[config.mk]
export PLATFORM = sky130hd
export DESIGN_NAME = blkxfer_seq
export DESIGN_NICKNAME = d
export VERILOG_FILES = /design/src/rtl/blkxfer_pkg.sv /design/src/rtl/blkxfer_pick.sv /design/src/rtl/blkxfer_plan.sv /design/src/rtl/blkxfer_seq.sv
export SDC_FILE = /design/constraint.sdc
export NUM_CORES = 1
export LEC_CHECK = 0
export ABC_AREA = 0
export CELL_PAD_IN_SITES_DETAIL_PLACEMENT = 0
export CELL_PAD_IN_SITES_GLOBAL_PLACEMENT = 2
export CORE_MARGIN = 1
export CORE_UTILIZATION = 32
export CTS_CLUSTER_SIZE = 12
export DETAILED_ROUTE_END_ITERATION = 10
export PLACE_DENSITY_LB_ADDON = 0.1
export SYNTH_ARGS = -nofsm -noshare
export SYNTH_HDL_FRONTEND = slang
export SYNTH_SLANG_ARGS = --single-unit
[constraint.sdc]
create_clock -name clk -period 3.4 [get_ports clk]
set_input_delay 0.34 -clock clk [delete_from_list [all_inputs] [get_ports clk]]
set_output_delay 0.34 -clock clk [all_outputs]
set_load 0.02 [all_outputs]
[src/rtl/blkxfer_pkg.sv]
package blkxfer_pkg;

    typedef enum logic [1:0] {
        AM_UP_AFTER   = 2'd0,
        AM_UP_BEFORE  = 2'd1,
        AM_DN_AFTER   = 2'd2,
        AM_DN_BEFORE  = 2'd3
    } addr_mode_e;

    typedef enum logic [1:0] {
        SEQ_IDLE = 2'd0,
        SEQ_RUN  = 2'd1,
        SEQ_FIN  = 2'd2
    } seq_state_e;

endpackage

[src/rtl/blkxfer_pick.sv]
// Finds the lowest set bit of a mask and the mask with that bit removed.
module blkxfer_pick #(
    parameter int NREG  = 16,
    localparam int IDX_W = $clog2(NREG)
) (
    input  logic [NREG-1:0]  mask_i,
    output logic [IDX_W-1:0] idx_o,
    output logic             any_o,
    output logic [NREG-1:0]  rest_o,
    output logic             last_o
);

    logic [NREG-1:0] lowest;

    // one-hot of the lowest set bit, built per position
    genvar g;
    generate
        for (g = 0; g < NREG; g++) begin : g_low
            if (g == 0) begin : g_first
                assign lowest[g] = mask_i[g];
            end else begin : g_rest
                assign lowest[g] = mask_i[g] && (mask_i[g-1:0] == '0);
            end
        end
    endgenerate

    always_comb begin
        idx_o = '0;
        for (int k = 0; k < NREG; k++) begin
            if (lowest[k]) idx_o = IDX_W'(k);
        end
    end

    assign any_o  = |mask_i;
    assign rest_o = mask_i & ~lowest;
    assign last_o = any_o && (rest_o == '0);

endmodule

[src/rtl/blkxfer_plan.sv]
// Computes start address and final base from base, list and mode.
module blkxfer_plan
    import blkxfer_pkg::*;
#(
    parameter int ADDR_W     = 32,
    parameter int NREG       = 16,
    parameter int WORD_BYTES = 4,
    localparam int CNT_W     = $clog2(NREG + 1)
) (
    input  logic [ADDR_W-1:0] base_i,
    input  logic [NREG-1:0]   list_i,
    input  logic [1:0]        mode_i,
    output logic [CNT_W-1:0]  count_o,
    output logic [ADDR_W-1:0] first_o,
    output logic [ADDR_W-1:0] final_o
);

    localparam logic [ADDR_W-1:0] STEP = ADDR_W'(WORD_BYTES);

    addr_mode_e       mode;
    logic [ADDR_W-1:0] span;

    always_comb begin
        count_o = '0;
        for (int k = 0; k < NREG; k++) begin
            count_o = count_o + CNT_W'(list_i[k]);
        end
    end

    assign mode = addr_mode_e'(mode_i);
    assign span = ADDR_W'(count_o) * STEP;

    always_comb begin
        unique case (mode)
            AM_UP_AFTER:  first_o = base_i;
            AM_UP_BEFORE: first_o = base_i + STEP;
            AM_DN_AFTER:  first_o = base_i - span + STEP;
            default:      first_o = base_i - span;
        endcase
        final_o = mode_i[1] ? (base_i - span) : (base_i + span);
    end

endmodule

[src/rtl/blkxfer_seq.sv]
module blkxfer_seq
    import blkxfer_pkg::*;
#(
    parameter int ADDR_W     = 32,
    parameter int NREG       = 16,
    parameter int WORD_BYTES = 4,
    localparam int IDX_W     = $clog2(NREG),
    localparam int CNT_W     = $clog2(NREG + 1)
) (
    input  logic              clk,
    input  logic              rst_n,
    input  logic              start_i,
    input  logic [ADDR_W-1:0] base_i,
    input  logic [NREG-1:0]   reglist_i,
    input  logic [1:0]        mode_i,
    input  logic              load_i,
    input  logic              wb_i,
    output logic              busy_o,
    output logic              xfer_valid_o,
    input  logic              xfer_ready_i,
    output logic [IDX_W-1:0]  xfer_reg_o,
    output logic [ADDR_W-1:0] xfer_addr_o,
    output logic              xfer_load_o,
    output logic              done_o,
    output logic              wb_en_o,
    output logic [ADDR_W-1:0] wb_base_o
);

    localparam logic [ADDR_W-1:0] STEP = ADDR_W'(WORD_BYTES);

    typedef struct packed {
        seq_state_e        st;
        logic [NREG-1:0]   mask;
        logic [ADDR_W-1:0] addr;
        logic [ADDR_W-1:0] fin;
        logic              load;
        logic              wb;
    } ctx_t;

    ctx_t ctx_d, ctx_q;

    logic [CNT_W-1:0]  plan_cnt;
    logic [ADDR_W-1:0] plan_first;
    logic [ADDR_W-1:0] plan_final;
    logic [IDX_W-1:0]  pick_idx;
    logic              pick_any;
    logic [NREG-1:0]   pick_rest;
    logic              pick_last;

    blkxfer_plan #(
        .ADDR_W     (ADDR_W),
        .NREG       (NREG),
        .WORD_BYTES (WORD_BYTES)
    ) u_plan (
        .base_i  (base_i),
        .list_i  (reglist_i),
        .mode_i  (mode_i),
        .count_o (plan_cnt),
        .first_o (plan_first),
        .final_o (plan_final)
    );

    blkxfer_pick #(
        .NREG (NREG)
    ) u_pick (
        .mask_i (ctx_q.mask),
        .idx_o  (pick_idx),
        .any_o  (pick_any),
        .rest_o (pick_rest),
        .last_o (pick_last)
    );

    always_comb begin
        ctx_d = ctx_q;
        unique case (ctx_q.st)
            SEQ_IDLE: begin
                if (start_i) begin
                    ctx_d.mask = reglist_i;
                    ctx_d.addr = plan_first;
                    ctx_d.fin  = plan_final;
                    ctx_d.load = load_i;
                    ctx_d.wb   = wb_i && (plan_cnt != '0);
                    ctx_d.st   = (plan_cnt == '0) ? SEQ_FIN : SEQ_RUN;
                end
            end
            SEQ_RUN: begin
                if (xfer_ready_i) begin
                    ctx_d.mask = pick_rest;
                    ctx_d.addr = ctx_q.addr + STEP;
                    if (pick_last) ctx_d.st = SEQ_FIN;
                end
            end
            default: begin
                ctx_d.st = SEQ_IDLE;
                ctx_d.wb = 1'b0;
            end
        endcase
    end

    always_ff @(posedge clk or negedge rst_n) begin
        if (!rst_n) ctx_q <= '{st: SEQ_IDLE, default: '0};
        else        ctx_q <= ctx_d;
    end

    assign busy_o       = (ctx_q.st != SEQ_IDLE);
    assign xfer_valid_o = (ctx_q.st == SEQ_RUN) && pick_any;
    assign xfer_reg_o   = pick_idx;
    assign xfer_addr_o  = ctx_q.addr;
    assign xfer_load_o  = ctx_q.load;
    assign done_o       = (ctx_q.st == SEQ_FIN);
    assign wb_en_o      = done_o && ctx_q.wb;
    assign wb_base_o    = ctx_q.fin;

    // ---------------- assertions ----------------
    p_idle_after_reset_r1: assert property (@(posedge clk) disable iff (!rst_n)
        (!busy_o) |-> (!xfer_valid_o && !done_o && !wb_en_o));

    p_hold_r7: assert property (@(posedge clk) disable iff (!rst_n)
        (xfer_valid_o && !xfer_ready_i) |=>
        (xfer_valid_o && $stable(xfer_addr_o) && $stable(xfer_reg_o) && $stable(xfer_load_o)));

    p_ascend_r6: assert property (@(posedge clk) disable iff (!rst_n)
        (xfer_valid_o && xfer_ready_i) |=>
        (!xfer_valid_o || ((xfer_reg_o > $past(xfer_reg_o)) && (xfer_addr_o == $past(xfer_addr_o) + STEP))));

    p_done_after_last_r9: assert property (@(posedge clk) disable iff (!rst_n)
        (xfer_valid_o && xfer_ready_i && $countones(ctx_q.mask) == 1) |=> (done_o && !xfer_valid_o));

    p_done_single_r9: assert property (@(posedge clk) disable iff (!rst_n)
        done_o |=> (!done_o && !busy_o));

    p_wb_with_done_r10: assert property (@(posedge clk) disable iff (!rst_n)
        wb_en_o |-> done_o);

    p_empty_list_r11: assert property (@(posedge clk) disable iff (!rst_n)
        (!busy_o && start_i && reglist_i == '0) |=> (done_o && !wb_en_o && !xfer_valid_o));

    p_busy_ignores_start_r12: assert property (@(posedge clk) disable iff (!rst_n)
        (busy_o && start_i && !done_o && !(xfer_valid_o && xfer_ready_i)) |=>
        ($stable(xfer_addr_o) && $stable(wb_base_o)));

endmodule

==> flow_summary.html <==
<table>
<tr><th>Metric</th><th>Value</th></tr>
<tr><th colspan="2">Worst setup path</th></tr>
<tr><td>Arrival time at the worst endpoint</td><td>approximately 6.6 ns</td></tr>
<tr><td>CP max FO</td><td>5</td></tr>
<tr><td>Cell count of the worst reg-to-reg path</td><td>9</td></tr>
<tr><td>Worst-case register-to-register setup slack</td><td>around 0.26 ns</td></tr>
<tr><td>Required arrival time at the worst endpoint</td><td>about 3.6 ns</td></tr>
<tr><td>RR Endpoint</td><td>ctx_q[82]</td></tr>
<tr><td>Buffers plus inverters on the worst setup path</td><td>7</td></tr>
<tr><td>Critical path's slowest cell</td><td>sky130_fd_sc_hd__fa_2</td></tr>
<tr><td>Class of the most critical setup path</td><td>in -&gt; reg</td></tr>
<tr><td>Slowest cell delay on critical path</td><td>approximately 0.59 ns</td></tr>
<tr><td>Ordered cell list for the critical path</td><td>buf_6, ha_4, inv_2, fa_1, inv_2, fa_1, fa_1, inv_1, fa_1, fa_2, fa_2, inv_4, ha_4, or2_4, a2111oi_4, o21ai_1, a222oi_1, buf_4, buf_6, o211ai_4, nor4_4, xnor2_1, mux2i_1, o221ai_1</td></tr>
<tr><td>Cell with the most instances on the worst path</td><td>sky130_fd_sc_hd__fa_1</td></tr>
<tr><td>Category of the worst setup path capture point</td><td>register</td></tr>
<tr><td>Beginning of the worst register-to-register path</td><td>ctx_q[69]</td></tr>
<tr><td>Levels on crit path</td><td>24</td></tr>
<tr><td>Delay-heaviest family, CP</td><td>adder cells</td></tr>
<tr><td>Sort of element at the start of the critical path</td><td>input pin</td></tr>
<tr><th colspan="2">Routing</th></tr>
<tr><td>Sum of routed wire length over all layers</td><td>between 30000 and 40000 um</td></tr>
<tr><td>DR WL/cell</td><td>~20 um</td></tr>
<tr><td>Post-route antenna net violation count</td><td>0</td></tr>
<tr><td>Routed via count</td><td>between 9000 and 10000</td></tr>
<tr><td>Highest routing layer actually used</td><td>met4</td></tr>
<tr><td>Met2 Routed Length</td><td>roughly 16000 um</td></tr>
<tr><td>First-iteration detailed-routing DRC count</td><td>around 630</td></tr>
<tr><td>Routed met1 length</td><td>between 15000 and 20000 um</td></tr>
<tr><td>Wire length on met3</td><td>1410 um</td></tr>
<tr><td>Per-cell via count in the routed design</td><td>~5.4</td></tr>
<tr><td>Drt pass-1 iters</td><td>6</td></tr>
<tr><td>Number of remaining DRC errors</td><td>0</td></tr>
<tr><th colspan="2">CTS</th></tr>
<tr><td>Clock Latency Late Sink</td><td>~0.37 ns</td></tr>
<tr><td>Post-cts hold buffer count</td><td>0</td></tr>
<tr><td>Total clock buffers created by CTS</td><td>9</td></tr>
<tr><td>Root Buffer</td><td>sky130_fd_sc_hd__clkbuf_16</td></tr>
<tr><td>CTS Buffer Depth</td><td>2</td></tr>
<tr><td>CTS tree</td><td>yes</td></tr>
<tr><td>CTS Sinks</td><td>between 80 and 90</td></tr>
<tr><td>Clock transition at path regs</td><td>0.08 ns</td></tr>
<tr><td>Htree depth</td><td>3</td></tr>
<tr><th colspan="2">Layout</th></tr>
<tr><td>Growth of design area from synthesis to finish</td><td>57.0%</td></tr>
<tr><td>Layout net count</td><td>between 1500 and 2000</td></tr>
<tr><td>Antenna diode instance count</td><td>0</td></tr>
<tr><td>Most common library cell in the layout ignoring fill and taps</td><td>sky130_fd_sc_hd__buf_4</td></tr>
<tr><td>Most frequent cells in the layout</td><td>sky130_fd_sc_hd__buf_4 (252), sky130_fd_sc_hd__nand2_1 (129), sky130_fd_sc_hd__clkdlybuf4s50_1 (119), sky130_fd_sc_hd__dfrtp_1 (84), sky130_fd_sc_hd__nor2_1 (69)</td></tr>
<tr><td>Share of post-route cells with drive strength above 1</td><td>0.362</td></tr>
<tr><th colspan="2">Synthesis</th></tr>
<tr><td>Leading area contributor after synthesis</td><td>sky130_fd_sc_hd__dfrtp_1</td></tr>
<tr><td>Netlist cell types</td><td>82</td></tr>
<tr><td>Average cell area after synthesis</td><td>about 7.5 um2</td></tr>
<tr><td>Post-Synthesis Net Count</td><td>around 1300</td></tr>
<tr><td>EDFF count, synth</td><td>0</td></tr>
<tr><td>FF+latch count, synth</td><td>between 80 and 90</td></tr>
<tr><td>Async SR Flop Fraction</td><td>1.00</td></tr>
<tr><td>Top cell type's share of synthesized area</td><td>0.238</td></tr>
<tr><td>Synth top area cells</td><td>sky130_fd_sc_hd__dfrtp_1 (24%), sky130_fd_sc_hd__o21ai_0 (6.2%), sky130_fd_sc_hd__nand2_1 (6.0%)</td></tr>
<tr><td>Cell Area, Synth</td><td>8830 um2</td></tr>
<tr><td>Warnings from Yosys</td><td>0</td></tr>
<tr><td>Post-synthesis sequential area ratio</td><td>0.238</td></tr>
<tr><td>Number of instances in the synthesized netlist</td><td>1179</td></tr>
<tr><td>Top_reg_cell synth</td><td>sky130_fd_sc_hd__dfrtp_1</td></tr>
<tr><th colspan="2">Floorplan</th></tr>
<tr><td>Die area</td><td>between 20000 and 30000 um2</td></tr>
<tr><td>Total I/O pin count</td><td>129</td></tr>
<tr><td>Standard-cell rows</td><td>60</td></tr>
<tr><td>Effective utilization at floorplan</td><td>0.327</td></tr>
<tr><td>Placeable core area</td><td>27000 um2</td></tr>
<tr><td>Die X-Extent</td><td>approximately 170 um</td></tr>
<tr><td>Overall die height</td><td>between 150 and 200 um</td></tr>
<tr><th colspan="2">Outcome</th></tr>
<tr><td>Failing checks</td><td>setup timing</td></tr>
<tr><td>Status</td><td>complete, but fails checks</td></tr>
<tr><th colspan="2">STA</th></tr>
<tr><td>Final Max Slew Viols</td><td>0</td></tr>
<tr><td>RSZ-0062 raised after global routing</td><td>yes</td></tr>
<tr><td>Final critical path time including I/O delays and setup</td><td>6.32 ns</td></tr>
<tr><td>Measured slew at the worst slew-check pin</td><td>0.934 ns</td></tr>
<tr><td>Fin worst setup slack</td><td>-2.92 ns</td></tr>
<tr><td>Worst Skew</td><td>0.0128 ns</td></tr>
<tr><td>Worst slew margin relative to its limit</td><td>0.376</td></tr>
<tr><td>Total setup violations reported at the end of the flow</td><td>63</td></tr>
<tr><td>Final Hold Fails</td><td>0</td></tr>
<tr><td>FMAX</td><td>158 MHz</td></tr>
<tr><td>Fin crit share</td><td>1.86</td></tr>
<tr><th colspan="2">Run</th></tr>
<tr><td>Number of max-cap violations</td><td>0</td></tr>
<tr><th colspan="2">Global routing</th></tr>
<tr><td>Wire length of the first global-routing pass</td><td>56500 um</td></tr>
<tr><td>Largest net degree at the start of global routing</td><td>50</td></tr>
<tr><td>Global route total overflow</td><td>0</td></tr>
<tr><td>Antenna violations before repair</td><td>0</td></tr>
<tr><td>Vias in the first global route</td><td>9738</td></tr>
<tr><td>Global-route usage over all layers</td><td>0.259</td></tr>
<tr><th colspan="2">Power</th></tr>
<tr><td>Internal power component</td><td>about 6.3 mW</td></tr>
<tr><td>Power density cells</td><td>roughly 830 nW/um2</td></tr>
<tr><td>Pleak</td><td>between 5 and 6 nW</td></tr>
<tr><td>Net switching share of the total power</td><td>0.455</td></tr>
<tr><td>Largest voltage drop on the vdd net</td><td>0.000495 V</td></tr>
<tr><td>Switching power of the nets</td><td>about 5.3 mW</td></tr>
<tr><td>Part of the total power dissipated in sequential elements</td><td>0.171</td></tr>
<tr><td>Combinational share of power</td><td>0.741</td></tr>
<tr><td>Clock power share</td><td>0.089</td></tr>
<tr><td>Final total power</td><td>~12 mW</td></tr>
<tr><th colspan="2">Placed design</th></tr>
<tr><td>Number of port buffers</td><td>roughly 130</td></tr>
<tr><td>Dpl ws</td><td>-3.86 ns</td></tr>
<tr><td>Final HPWL DP</td><td>27400 um</td></tr>
<tr><td>Weighted congestion at the end of routability-driven global placement</td><td>around 0.9</td></tr>
<tr><th colspan="2">Hold path</th></tr>
<tr><td>Worst min-delay path class</td><td>in -&gt; async</td></tr>
</table>
-- flip-flops by register name, indices dropped and copies added (netlist names) --
register     cells
ctx_q           19
wb_base_o       32
xfer_load_o      1
xfer_addr_o     32
-- worst register-to-register path, delay by kind of cell (launching register included) --
kind                     cells  cell delay [ns]
flip-flops                   1             0.44
adder cells (fa/ha/maj)      1             0.36
AND/OR/NAND/NOR              7             2.03
AO/OA/AOI/OAI                1             0.21
-- logic make-up (layout without fill, tap and decap cells) --
logic type,after synthesis,in the layout,synth area share
compound gates,325,325,0.234
simple gates,455,455,0.267
xor+xnor,78,78,0.0774
fa+ha+maj,35,35,0.0590
buf+inv,188,501,0.109
mux,14,14,0.0164
flops,84,84,0.238
-- layout make-up --
cell class	count	area (um2)
Clock buffer	10	229
Sequential cell	84	2100
Inverter	50	193
Tap cell	341	427
Fill cell	2636	13200
Clock inverter	6	47.5
Multi-Input combinational cell	907	7050
Timing Repair Buffer	435	3810
-- cell usage after synthesis (11+ instances only) --
master,count
sky130_fd_sc_hd__o31ai_1,11
sky130_fd_sc_hd__nor4_1,14
sky130_fd_sc_hd__a31oi_1,15
sky130_fd_sc_hd__xor2_1,26
sky130_fd_sc_hd__buf_4,65
sky130_fd_sc_hd__dfrtp_1,84
sky130_fd_sc_hd__o22ai_1,11
sky130_fd_sc_hd__nand2_1,141
sky130_fd_sc_hd__nor2b_1,15
sky130_fd_sc_hd__nand4_1,19
sky130_fd_sc_hd__inv_1,49
sky130_fd_sc_hd__ha_1,20
sky130_fd_sc_hd__fa_1,12
sky130_fd_sc_hd__and3_1,14
sky130_fd_sc_hd__nor3_1,45
sky130_fd_sc_hd__nand3_1,44
sky130_fd_sc_hd__clkbuf_1,67
sky130_fd_sc_hd__o21ai_0,110
sky130_fd_sc_hd__a21oi_1,76
sky130_fd_sc_hd__nor2_1,86
sky130_fd_sc_hd__xnor2_1,52
-- worst max path at each step --
stage / startpoint / endpoint / slack [ns]
3_5_place_dp: reglist_i[0] / xfer_addr_o[29] / -3.86
5_1_grt: reglist_i[0] / xfer_addr_o[23] / -3.10
6_report: reglist_i[0] / xfer_addr_o[20] / -2.92
4_1_cts: reglist_i[0] / xfer_addr_o[29] / -3.00
2_1_floorplan: reglist_i[1] / xfer_addr_o[23] / -2.93
3_3_place_gp: reglist_i[0] / xfer_addr_o[23] / -3.78
-- metal layers --
metal  vias to the layer above  track usage
met5                         -            0
met4                         0       0.0704
met3                        41       0.0266
met2                       256        0.414
met1                      4715        0.370
li1                       4799            -
-- power by group through the flow --
stage	logic, mW	registers [mW]	clock network (mW)
2_1_floorplan	4.15	1.82	0
3_3_place_gp	6.51	1.98	0
3_5_place_dp	6.52	1.98	0
4_1_cts	7.97	1.97	1.04
5_1_grt	9.18	2.05	1.08
6_report	8.57	1.97	1.02
-- per-stage QoR --
step	utilization	cell area [um2]	hold WS, ns	TNS, ns	std cells
after floorplan	-	9030	0.0444	-128.50	1179
after global placement	0.436	11800	0.444	-189.53	1754
after detailed placement	0.436	11800	0.442	-192.64	1754
after CTS	0.490	13200	0.0484	-145.48	1812
after global routing	0.513	13900	0.0669	-146.22	1833
final	0.513	13900	0.0120	-136.61	1833
-- what timing repair did --
item                                   4_1_cts  5_1_grt
endpoints found under the hold margin        0        0
buffers inserted                            48       30
resized for setup                          225       99
setup endpoints to repair                   64       66
pin swaps                                  107       78
No activity file was read; power rests on OpenSTA's default activity.
